File: src/rtl/combo_lock_pkg.sv
package combo_lock_pkg;
    localparam int KEY_W   = 4;
    localparam int N_STEPS = 3;
    localparam int ST_W    = N_STEPS + 1;

    typedef enum logic [ST_W-1:0] {
        ST_WAIT1    = 4'b0001,
        ST_WAIT2    = 4'b0010,
        ST_WAIT3    = 4'b0100,
        ST_UNLOCKED = 4'b1000,
        ST_FAULT    = 4'b0000
    } lock_state_e;

    typedef struct packed {
        logic                 open;
        logic [N_STEPS-1:0]   sel;
    } lock_out_s;

    function automatic lock_out_s split_state(input lock_state_e s);
        lock_out_s o;
        o.open = s[ST_W-1];
        o.sel  = s[N_STEPS-1:0];
        return o;
    endfunction
endpackage

File: src/rtl/combo_store.sv
module combo_store
    import combo_lock_pkg::*;
#(
    parameter logic [KEY_W-1:0] CODE0 = 4'd3,
    parameter logic [KEY_W-1:0] CODE1 = 4'd4,
    parameter logic [KEY_W-1:0] CODE2 = 4'd2
) (
    input  logic [N_STEPS-1:0] sel,
    output logic [KEY_W-1:0]   picked
);
    logic [KEY_W-1:0] codes [N_STEPS];
    assign codes[0] = CODE0;
    assign codes[1] = CODE1;
    assign codes[2] = CODE2;

    always_comb begin
        picked = '0;
        for (int i = 0; i < N_STEPS; i++) begin
            if (sel[i]) picked = picked | codes[i];
        end
    end
endmodule

File: src/rtl/key_compare.sv
module key_compare
    import combo_lock_pkg::*;
(
    input  logic [KEY_W-1:0] a,
    input  logic [KEY_W-1:0] b,
    output logic             equal
);
    assign equal = (a == b);
endmodule

File: src/rtl/lock_fsm.sv
module lock_fsm
    import combo_lock_pkg::*;
(
    input  logic        clk,
    input  logic        rst,
    input  logic        strobe,
    input  logic        equal,
    output lock_state_e state
);
    lock_state_e nxt;

    always_comb begin
        nxt = state;
        unique case (state)
            ST_WAIT1:    if (strobe) nxt = equal ? ST_WAIT2    : ST_FAULT;
            ST_WAIT2:    if (strobe) nxt = equal ? ST_WAIT3    : ST_FAULT;
            ST_WAIT3:    if (strobe) nxt = equal ? ST_UNLOCKED : ST_FAULT;
            ST_UNLOCKED: nxt = ST_UNLOCKED;
            ST_FAULT:    nxt = ST_FAULT;
            default:     nxt = ST_FAULT;
        endcase
    end

    always_ff @(posedge clk) begin
        if (rst) state <= ST_WAIT1;
        else     state <= nxt;
    end

    a_r1_reset_to_wait1: assert property (@(posedge clk)
        rst |=> state == ST_WAIT1);
    a_r2_idle_holds: assert property (@(posedge clk) disable iff (rst)
        (!strobe && state inside {ST_WAIT1, ST_WAIT2, ST_WAIT3}) |=> $stable(state));
    a_r4_mismatch_faults: assert property (@(posedge clk) disable iff (rst)
        (strobe && !equal && state inside {ST_WAIT1, ST_WAIT2, ST_WAIT3}) |=> state == ST_FAULT);
    a_r5_final_holds: assert property (@(posedge clk) disable iff (rst)
        (state inside {ST_UNLOCKED, ST_FAULT}) |=> $stable(state));
endmodule

File: src/rtl/combo_lock.sv
module combo_lock
    import combo_lock_pkg::*;
#(
    parameter logic [KEY_W-1:0] CODE0 = 4'd3,
    parameter logic [KEY_W-1:0] CODE1 = 4'd4,
    parameter logic [KEY_W-1:0] CODE2 = 4'd2
) (
    input  logic             clk,
    input  logic             rst,
    input  logic             strobe,
    input  logic [KEY_W-1:0] key_in,
    output logic [ST_W-1:0]  state_code,
    output logic [N_STEPS-1:0] sel_onehot,
    output logic             door_open
);
    lock_state_e      state;
    lock_out_s        outs;
    logic [KEY_W-1:0] picked;
    logic             equal;

    combo_store #(.CODE0(CODE0), .CODE1(CODE1), .CODE2(CODE2)) u_store (
        .sel    (outs.sel),
        .picked (picked)
    );

    key_compare u_cmp (
        .a     (key_in),
        .b     (picked),
        .equal (equal)
    );

    lock_fsm u_fsm (
        .clk    (clk),
        .rst    (rst),
        .strobe (strobe),
        .equal  (equal),
        .state  (state)
    );

    assign outs       = split_state(state);
    assign state_code = state;
    assign sel_onehot = outs.sel;
    assign door_open  = outs.open;

    a_r6_sel_onehot0: assert property (@(posedge clk) disable iff (rst)
        $onehot0(sel_onehot) && (door_open -> sel_onehot == '0));
    a_r7_open_only_after_wait3: assert property (@(posedge clk) disable iff (rst)
        $rose(door_open) |-> $past(sel_onehot) == 3'b100 && $past(strobe));
    a_r3_match_leaves_wait1: assert property (@(posedge clk) disable iff (rst)
        (strobe && sel_onehot == 3'b001 && key_in == CODE0) |=> sel_onehot == 3'b010);
endmodule

File: config.mk
export PLATFORM = sky130hd
export DESIGN_NAME = combo_lock
export DESIGN_NICKNAME = d
export VERILOG_FILES = /design/src/rtl/combo_lock_pkg.sv /design/src/rtl/combo_store.sv /design/src/rtl/key_compare.sv /design/src/rtl/lock_fsm.sv /design/src/rtl/combo_lock.sv
export SDC_FILE = /design/constraint.sdc
export NUM_CORES = 1
export LEC_CHECK = 0
export BUFFER_PORTS_ARGS = -buffer_cell sky130_fd_sc_hd__buf_2
export CAP_MARGIN = 20
export CORE_AREA = 8 8 45 47
export DETAILED_ROUTE_END_ITERATION = 10
export DIE_AREA = 0 0 53 55
export GPL_TIMING_DRIVEN = 0
export PLACE_DENSITY = 0.57
export SYNTH_ARGS = -nofsm -noshare
export SYNTH_HDL_FRONTEND = slang
export SYNTH_SLANG_ARGS = --single-unit
export TNS_END_PERCENT = 50
File: constraint.sdc
create_clock -name clk -period 1.4 [get_ports clk]
set_input_delay 0.28 -clock clk [delete_from_list [all_inputs] [get_ports clk]]
set_output_delay 0.28 -clock clk [all_outputs]
set_load 0.05 [all_outputs]
### Yosys cells after proc, flatten, opt, wreduce, memory -nomap -nowiden

Cells that the tools add are included.

* eq/ne operators: 8
* div/mod/pow operators: 0
* $mul: 0
* multiplexer cells: 10
* bitwise operators: 0
* magnitude comparators: 0
* shift operators: 0
* reduce and logical (&&, ||, !) cells: 1
* add/subtract/negate cells: 0

Operators by type and width (count)
* 4-bit 2-to-1 mux: 4
* 4-bit one-hot mux with 4 select lines: 1
* 2-bit 2-to-1 mux: 3
* 3-bit 2-to-1 mux: 2
* 2-bit != test (second input constant): 3
* 4-bit by 1-bit == test with 1-bit output (second input constant): 1
* 4-bit by 2-bit == test with 1-bit output (second input constant): 1
* 4-bit by 3-bit == test with 1-bit output: 1
* 4-bit by 3-bit == test with 1-bit output (second input constant): 1
* 4-bit == test (second input constant): 1
* 3-bit AND reduction: 1

* output and inout port bits: 8
* memory bits (writable): 0
* word-level logic and storage cells: 20
* bits in latches: 0
* register bits after elaboration: 4
* input bits: 7
* memories kept: 0
* ROM bits: 0

### Depth between registers and ports, before layout

Gate-level depths: netlist (run 1).

* depth in word-level cells: 7
* mapped depth: 5
* depth with buffers taken out: 4

### Modules after synthesis

A second synthesis (run 1) with hierarchy kept.

* cell total of the unflattened synthesis: 37
* area total of the unflattened synthesis: 315.3 µm²

By module, submodules not included
* lock_fsm: cells each 23, area an instance 205.2 µm², instances 1, sequential area each 80.1 µm²
* key_compare: cells each 5, area an instance 47.5 µm², instances 1, sequential area each 0.0 µm²
* combo_store: cells each 5, area an instance 32.5 µm², instances 1, sequential area each 0.0 µm²
* combo_lock: cells each 4, area an instance 30.0 µm², instances 1, sequential area each 0.0 µm²

### Worst setup path before layout (run 1)

Ideal clock, no wire load.

* path type: reg-to-reg
* start: register u_fsm.state[1]
* end: register u_fsm.state[2]
* path slack: -0.129 ns
* clock period less this slack: 1.529 ns
* arrival time: 1.459 ns
* path buffers: 1
* required time: 1.330 ns
* cell stages (with the launch flop): 5
* cell sequence: dfxtp_1 > clkbuf_1 > nor4b_1 > nand3_1 > a21oi_1

* cells in the longest elaborated chain, start to end: 5

Ends and longest elaborated chain
* start: declaration: RTL line lock_fsm.sv:8 `output lock_state_e state`
* start signal: assignment: RTL line lock_fsm.sv:26 `else state <= nxt;`
* 3-bit 2-to-1 mux: RTL line combo_store.sv:19 `if (sel[i]) picked = picked | codes[i];`
* 4-bit by 3-bit == test with 1-bit output: RTL line key_compare.sv:8 `assign equal = (a == b);`
* 3-bit 2-to-1 mux: RTL line lock_fsm.sv:16 `ST_WAIT2: if (strobe) nxt = equal ? ST_WAIT3 : ST_FAULT;`
* 4-bit 2-to-1 mux: RTL line lock_fsm.sv:16
* 4-bit one-hot mux with 4 select lines: RTL line lock_fsm.sv:14 `unique case (state)`

Parallel ways exist; a longest one is shown, timed or not. The select of a mux whose other input is x is not followed.
A chain may end at the register's enable or synchronous reset.

### Worst setup path in the final report (run 1)

* start: register u_fsm.state[2]
* end: register u_fsm.state[1]

* cells in the longest elaborated chain, start to end: 5

Ends and longest elaborated chain
* 2-bit 2-to-1 mux: RTL line combo_store.sv:19
* 4-bit by 3-bit == test with 1-bit output: RTL line key_compare.sv:8
* 2-bit 2-to-1 mux: RTL line lock_fsm.sv:15 `ST_WAIT1: if (strobe) nxt = equal ? ST_WAIT2 : ST_FAULT;`
* 4-bit 2-to-1 mux: RTL line lock_fsm.sv:15
* 4-bit one-hot mux with 4 select lines: RTL line lock_fsm.sv:14

Parallel ways exist; a longest one is shown, timed or not. The select of a mux whose other input is x is not followed.

==> flow_summary.json, run 1 <==
{
  "synth_top_family_by_area": "simple AND/OR/NAND/NOR gates",
  "dieWidth_um": 53,
  "setup_viol": 0,
  "fill_cells": 150,
  "post_cts_buffers": 0,
  "coreArea_mm2": 0.00138,
  "crit_path_end_kind": "flop",
  "synthFlopType": "dfxtp_1",
  "clk_pin_slew_worst_paths_ns": 0.04,
  "tightestPinTransition_ns": 0.360,
  "fin_nets": 62,
  "ys_seq_area_frac": 0.269,
  "clockBufferDepth": 2,
  "yosys_register_bits": 4,
  "fmax_mhz": 744,
  "layout-drive-gt1-share": 0.604,
  "arrival_ns": 1.50,
  "tns_ns": 0,
  "mappedNetlistNets": 43,
  "avgRoutedWirePerCell_um": 10.8,
  "layout.cells.non_filler": 69,
  "start_kind": "flop",
  "synth_area_um2": 298,
  "cts-htree-levels": 1,
  "placedCellCount": 66,
  "worstPathRequired_ns": 1.56,
  "rsz0062_at_grt": "true",
  "fin_skew_ns": 0.00345,
  "cts_root_buffer": "clkbuf_4",
  "dp_hpwl_um": 596,
  "via_per_inst": 4.30,
  "hold_viol": 0,
  "area_delta_synth_final_pct": 45.4,
  "initial_core_util": 0.215,
  "synth_compound_area_frac": 0.160,
  "p_leak_nw": 0.201,
  "holdBufCountCts": 0,
  "synth_mux_area_frac": 0,
  "fin_hold_ws_ns": 0.252,
  "antenna_found_initial": 0,
  "ant_nets": 0,
  "ys.warnings.count": 0,
  "drt-initial-drc-count": 2,
  "synth_simple_gate_area_frac": 0.294,
  "io_pins": 15,
  "largestRegisters": "u_fsm.state: 4 flops",
  "vdd_drop_max_mv": 0.580,
  "slew_headroom": 0.757,
  "grt_start_max_net_pins": 10,
  "globalRoute.totalOverflow": 0,
  "cts_sinks": 4,
  "synth.avg_cell_area_um2": 8.27,
  "insertion_delay_ns": 0.23,
  "power_density_mw_per_mm2": 765,
  "grt_usage": 0.0524,
  "vias": 297,
  "path_class": "flop to flop",
  "numCtsBuffers": 3,
  "status": "completed",
  "crit_fanout": 8,
  "min_period_ns": 1.34,
  "io_buffer_count": 14,
  "die-area_mm2": 0.00292,
  "globalplace.congestion": 0.760,
  "synthXorXnorAreaFrac": 0.0882,
  "wl_um": 746,
  "drv_slew": 0,
  "cap_violations": 0,
  "regMostFlops": "u_fsm.state",
  "hp-class": "input pin to flop",
  "rows": 14,
  "cts-resized-gates": 0,
  "finalCritPeriodShare": 0.960,
  "die_h_um": 55,
  "grt_pass1_wl_um": 1120,
  "cts_tree": "done",
  "largest_reg_flops": 4,
  "dr.pass1.iters": 2,
  "grt_pass1_vias": 262,
  "synth-edff-count": 0,
  "synthDistinctLibCells": 19,
  "synthAdderAreaFrac": 0,
  "ys_async_sr_fraction": 0,
  "syn_inst": 36,
  "diodes": 0,
  "drc_errors": 0
}
## report_power, final
| part | switching (mW) | internal, mW | total (mW) |
|---|---|---|---|
| logic | 0.0436 | 0.0282 | 0.0719 |
| clock network | 0.0443 | 0.0957 | 0.140 |
| registers | 0.00183 | 0.118 | 0.119 |
## layout make-up
| cell class | instances | area (um2) | share of cell area |
|---|---|---|---|
| multi-input combinational | 24 | 179 | 0.413 |
| sequential | 4 | 85.1 | 0.197 |
| timing repair buffer | 14 | 70.1 | 0.162 |
| buffer | 7 | 52.6 | 0.121 |
| clock buffer | 3 | 22.5 | 0.0520 |
| tap | 16 | 20.0 | 0.0462 |
| inverter | 1 | 3.75 | 0.00867 |
## Yosys cell counts, types with 2 or more instances
cell type  count  area [um2]
dfxtp_1        4        80.1
nand3_1        2        10.0
nor4b_1        4        35.0
xor2_1         3        26.3
o21ai_0        2        10.0
buf_4          5        37.5
nand2_1        2        7.51
a21oi_1        2        10.0
nor3_1         2        10.0
## metal layers
| layer | routed length (um) | vias to the layer above | GRT usage |
|---|---|---|---|
| li1 | - | 158 | - |
| met1 | 295 | 130 | 0.0561 |
| met2 | 389 | 9 | 0.0762 |
| met3 | 60 | 0 | 0.0374 |
| met4 | 0 | 0 | 0.0259 |
| met5 | 0 | - | 0 |
## worst max-delay path, cell delays in order (launching register included)
cell     delay [ns]
dfxtp_2        0.31
buf_4          0.15
or3_4          0.38
a21oi_4        0.18
nand3_1        0.09
a21oi_1        0.16
## kinds of logic (layout without fill, tap and decap cells)
kind of cell,count (synthesis),in the layout
xor gates and xnor gates,3,3
buffers and inverters,8,25
AOI/OAI and AO/OA,8,8
DFF,4,4
and+or+nand+nor,13,13
## per-stage QoR
| step | total power [mW] | setup WS, ns | util | cell area [um2] |
|---|---|---|---|---|
| final | 0.331 | 0.0557 | 0.313 | 433 |
| after floorplan | 0.169 | 0.0155 | - | 302 |
| after global routing | 0.359 | -0.0106 | 0.313 | 433 |
| after global placement | 0.189 | 0.0689 | 0.283 | 392 |
| after CTS | 0.336 | 0.0444 | 0.299 | 414 |
| after detailed placement | 0.190 | 0.0522 | 0.283 | 392 |
## final timing paths
path,from,end,slack [ns],cells after the start
min,rst,u_fsm.state[2]$_SDFFE_PP0P_,0.25,2
max,u_fsm.state[2]$_SDFFE_PP0P_,u_fsm.state[1]$_SDFFE_PP0P_,0.06,5
max reg2reg,u_fsm.state[2]$_SDFFE_PP0P_,u_fsm.state[1]$_SDFFE_PP0P_,0.06,5
min reg2reg,u_fsm.state[3]$_SDFFE_PP0P_,u_fsm.state[1]$_SDFFE_PP0P_,0.61,3
## layout by cell type, fill, tap and decap left out
cell,instances
nor2_1,1
clkbuf_4,3
inv_1,1
buf_2,14
or3_4,1
nor3_2,1
xor2_1,3
dfxtp_2,4
clkbuf_1,1
nor3_1,2
a21o_1,1
a21oi_4,1
nand2_1,2
a21oi_2,1
o21ai_1,1
buf_4,5
a21oi_1,1
nand3_1,2
o21ai_0,2
nor4b_1,3
buf_6,1
a31oi_1,1
nor4b_2,1
Power figures use the tool's default switching activity.
==> run 2, diff against run 1 <==
--- a/config.mk
+++ b/config.mk
@@ -5,13 +5,14 @@
 export SDC_FILE = /design/constraint.sdc
 export NUM_CORES = 1
 export LEC_CHECK = 0
+export ABC_AREA = 1
 export BUFFER_PORTS_ARGS = -buffer_cell sky130_fd_sc_hd__buf_2
 export CAP_MARGIN = 20
 export CORE_AREA = 8 8 45 47
 export DETAILED_ROUTE_END_ITERATION = 10
 export DIE_AREA = 0 0 53 55
 export GPL_TIMING_DRIVEN = 0
-export PLACE_DENSITY = 0.57
+export PLACE_DENSITY = 0.6
 export SYNTH_ARGS = -nofsm -noshare
 export SYNTH_HDL_FRONTEND = slang
 export SYNTH_SLANG_ARGS = --single-unit
==> run 2 against run 1 <==
Compared with the run above: combinational power rose by 53%; via count grew 24%; global-route usage is 1.4 points higher; synthesized area increased by 11%; register-to-register slack gained 0.22 ns; critical path type is now flop to output pin; flip-flop and latch count did not move; critical endpoint is now state_code[0]; sequential share of layout area fell by 1.6 points; largest power group unchanged; clock-buffer cell count did not move; die area unchanged.
==> flow_summary.json, run 2 <==
{
  "status": "completed",
  "globalplace.congestion": 0.817,
  "intPower_mw": 0.251,
  "io_pins": 15,
  "numCtsBuffers": 3,
  "clk_pin_slew_worst_paths_ns": 0.04,
  "grt_usage": 0.0661,
  "ys_async_sr_fraction": 0,
  "io_buffer_count": 14,
  "grt_start_max_net_pins": 6,
  "power.share.sequential": 0.330,
  "rsz0062_at_grt": "false",
  "gr-usage-met3": 0.0267,
  "cp.depth": 2,
  "cts-htree-levels": 1,
  "p_sw_mw": 0.127,
  "combPwrFrac": 0.291,
  "arrival_ns": 1.02,
  "synth_area_um2": 330,
  "hold_depth": 2,
  "dp_hpwl_um": 693,
  "largest_reg_flops": 4,
  "fin_skew_ns": 0.00219,
  "dr.pass1.iters": 4,
  "cts_tree": "done",
  "tns_ns": 0,
  "via_per_inst": 4.17,
  "fin_nets": 81,
  "mostFrequentLayoutCells": "nand2_1, buf_2, nor2_1, inv_1",
  "critPathBufInv": 2,
  "initial_core_util": 0.239,
  "top_usage_layer": "met2",
  "regMostFlops": "u_fsm.state",
  "vdd_drop_max_mv": 0.328,
  "ant_nets": 0,
  "synth.avg_cell_area_um2": 6.01,
  "grt_use_met1": 0.0668,
  "clockBufferDepth": 2,
  "cts_sinks": 4,
  "area_delta_synth_final_pct": 34.1,
  "insertion_delay_ns": 0.23,
  "synth_common_cells": "nand2_1, nor2_1, inv_1",
  "post_cts_buffers": 0,
  "synth.most_common_cell": "nand2_1",
  "cts-resized-gates": 0,
  "synthFlopType": "dfxtp_1",
  "holdBufCountCts": 0,
  "grt_pass1_vias": 346,
  "cts_root_buffer": "clkbuf_4",
  "crit_path_end_kind": "output pin",
  "drv_slew": 0,
  "synth-edff-count": 0,
  "globalRoute.totalOverflow": 0,
  "drc_errors": 0,
  "worstPathRequired_ns": 1.12,
  "syn_inst": 55,
  "die-area_mm2": 0.00292,
  "dieWidth_um": 53,
  "wl_um": 823,
  "drt-initial-drc-count": 3,
  "finalCritPeriodShare": 0.926,
  "p_leak_nw": 0.242,
  "ys.warnings.count": 0,
  "start_kind": "flop",
  "coreArea_mm2": 0.00138,
  "antenna_found_initial": 0,
  "yosys_register_bits": 4,
  "diodes": 0,
  "hold_viol": 0,
  "dpl_cell_area_um2": 420,
  "switching_share": 0.335,
  "worstPathCellList": "buf_4 -> buf_2",
  "fin_ws_ns": 0.103,
  "synthDistinctLibCells": 15,
  "slew_headroom": 0.830,
  "hp-class": "input pin to flop",
  "rows": 14,
  "layout-drive-gt1-share": 0.431,
  "path_class": "flop to output pin",
  "die_h_um": 55,
  "pre_cts_ws_ns": 0.288,
  "reg2reg_depth": 6,
  "fmax_mhz": 771,
  "final_area_um2": 443,
  "crit_family": "flip-flops",
  "vias": 367,
  "grt_pass1_wl_um": 1400,
  "power_density_mw_per_mm2": 853,
  "avgRoutedWirePerCell_um": 9.35,
  "synth_top_area_cell": "dfxtp_1",
  "cap_violations": 0,
  "setup_viol": 0,
  "synthTopCellsByArea": "dfxtp_1, nand2_1, buf_4",
  "max_stage_delay_ns": 0.40,
  "final_common_cell": "nand2_1",
  "mappedNetlistNets": 62,
  "power.share.clock": 0.379,
  "crit_fanout": 5,
  "yosys.area.top_type_share": 0.242,
  "fin_hold_ws_ns": 0.235,
  "ys_seq_area_frac": 0.242,
  "tightestPinTransition_ns": 0.257,
  "critical_path.slowest_cell": "dfxtp_1",
  "largestRegisters": "u_fsm.state: 4 flops",
  "met2_usage": 0.107,
  "min_period_ns": 1.30
}
==> run 2: final cells by class <==
type / instances / area, um2
multi-input cells: 39 / 190
plain buffers: 4 / 30.0
repair buffers: 14 / 70.1
fillers: 167 / 941
inverters: 8 / 30.0
clock buffers: 3 / 22.5
flip-flops and latches: 4 / 80.1
well taps: 16 / 20.0
==> run 2: metrics by stage <==
step	power, mW	std cells	utilization
2_1_floorplan	0.211	55	-
3_3_place_gp	0.236	85	0.304
3_5_place_dp	0.238	85	0.304
4_1_cts	0.388	88	0.320
5_1_grt	0.409	88	0.320
6_report	0.378	88	0.320
==> run 2: power groups by stage <==
stage	clock network, mW	logic (mW)	registers, mW
3_5_place_dp	0	0.111	0.127
4_1_cts	0.152	0.111	0.125
2_1_floorplan	0	0.0691	0.142
5_1_grt	0.163	0.120	0.126
3_3_place_gp	0	0.109	0.127
6_report	0.143	0.110	0.125
==> run 2: logic make-up (layout without fill, tap and decap cells) <==
logic type	Yosys count	in the layout	share of synthesized area
DFF	4	4	0.242
buffers and inverters	12	29	0.182
AOI/OAI and AO/OA	3	3	0.0454
and+or+nand+nor	36	36	0.530
==> run 2: path summary, 6_finish.rpt <==
check / slack [ns] / start / end
hold reg to reg: 0.65 / u_fsm.state[2]$_SDFFE_PP0P_ / u_fsm.state[3]$_SDFFE_PP0P_
setup reg to reg: 0.28 / u_fsm.state[0]$_SDFFE_PP1P_ / u_fsm.state[3]$_SDFFE_PP0P_
hold / removal: 0.23 / rst / u_fsm.state[2]$_SDFFE_PP0P_
setup / recovery: 0.10 / u_fsm.state[0]$_SDFFE_PP1P_ / state_code[0]
==> run 2: layer usage <==
metal | vias to the layer above | routed length [um] | part of all wire
li1 | 198 | - | -
met1 | 157 | 334 | 0.41
met2 | 10 | 399 | 0.48
met3 | 2 | 73 | 0.089
met4 | 0 | 16 | 0.019
met5 | - | 0 | 0
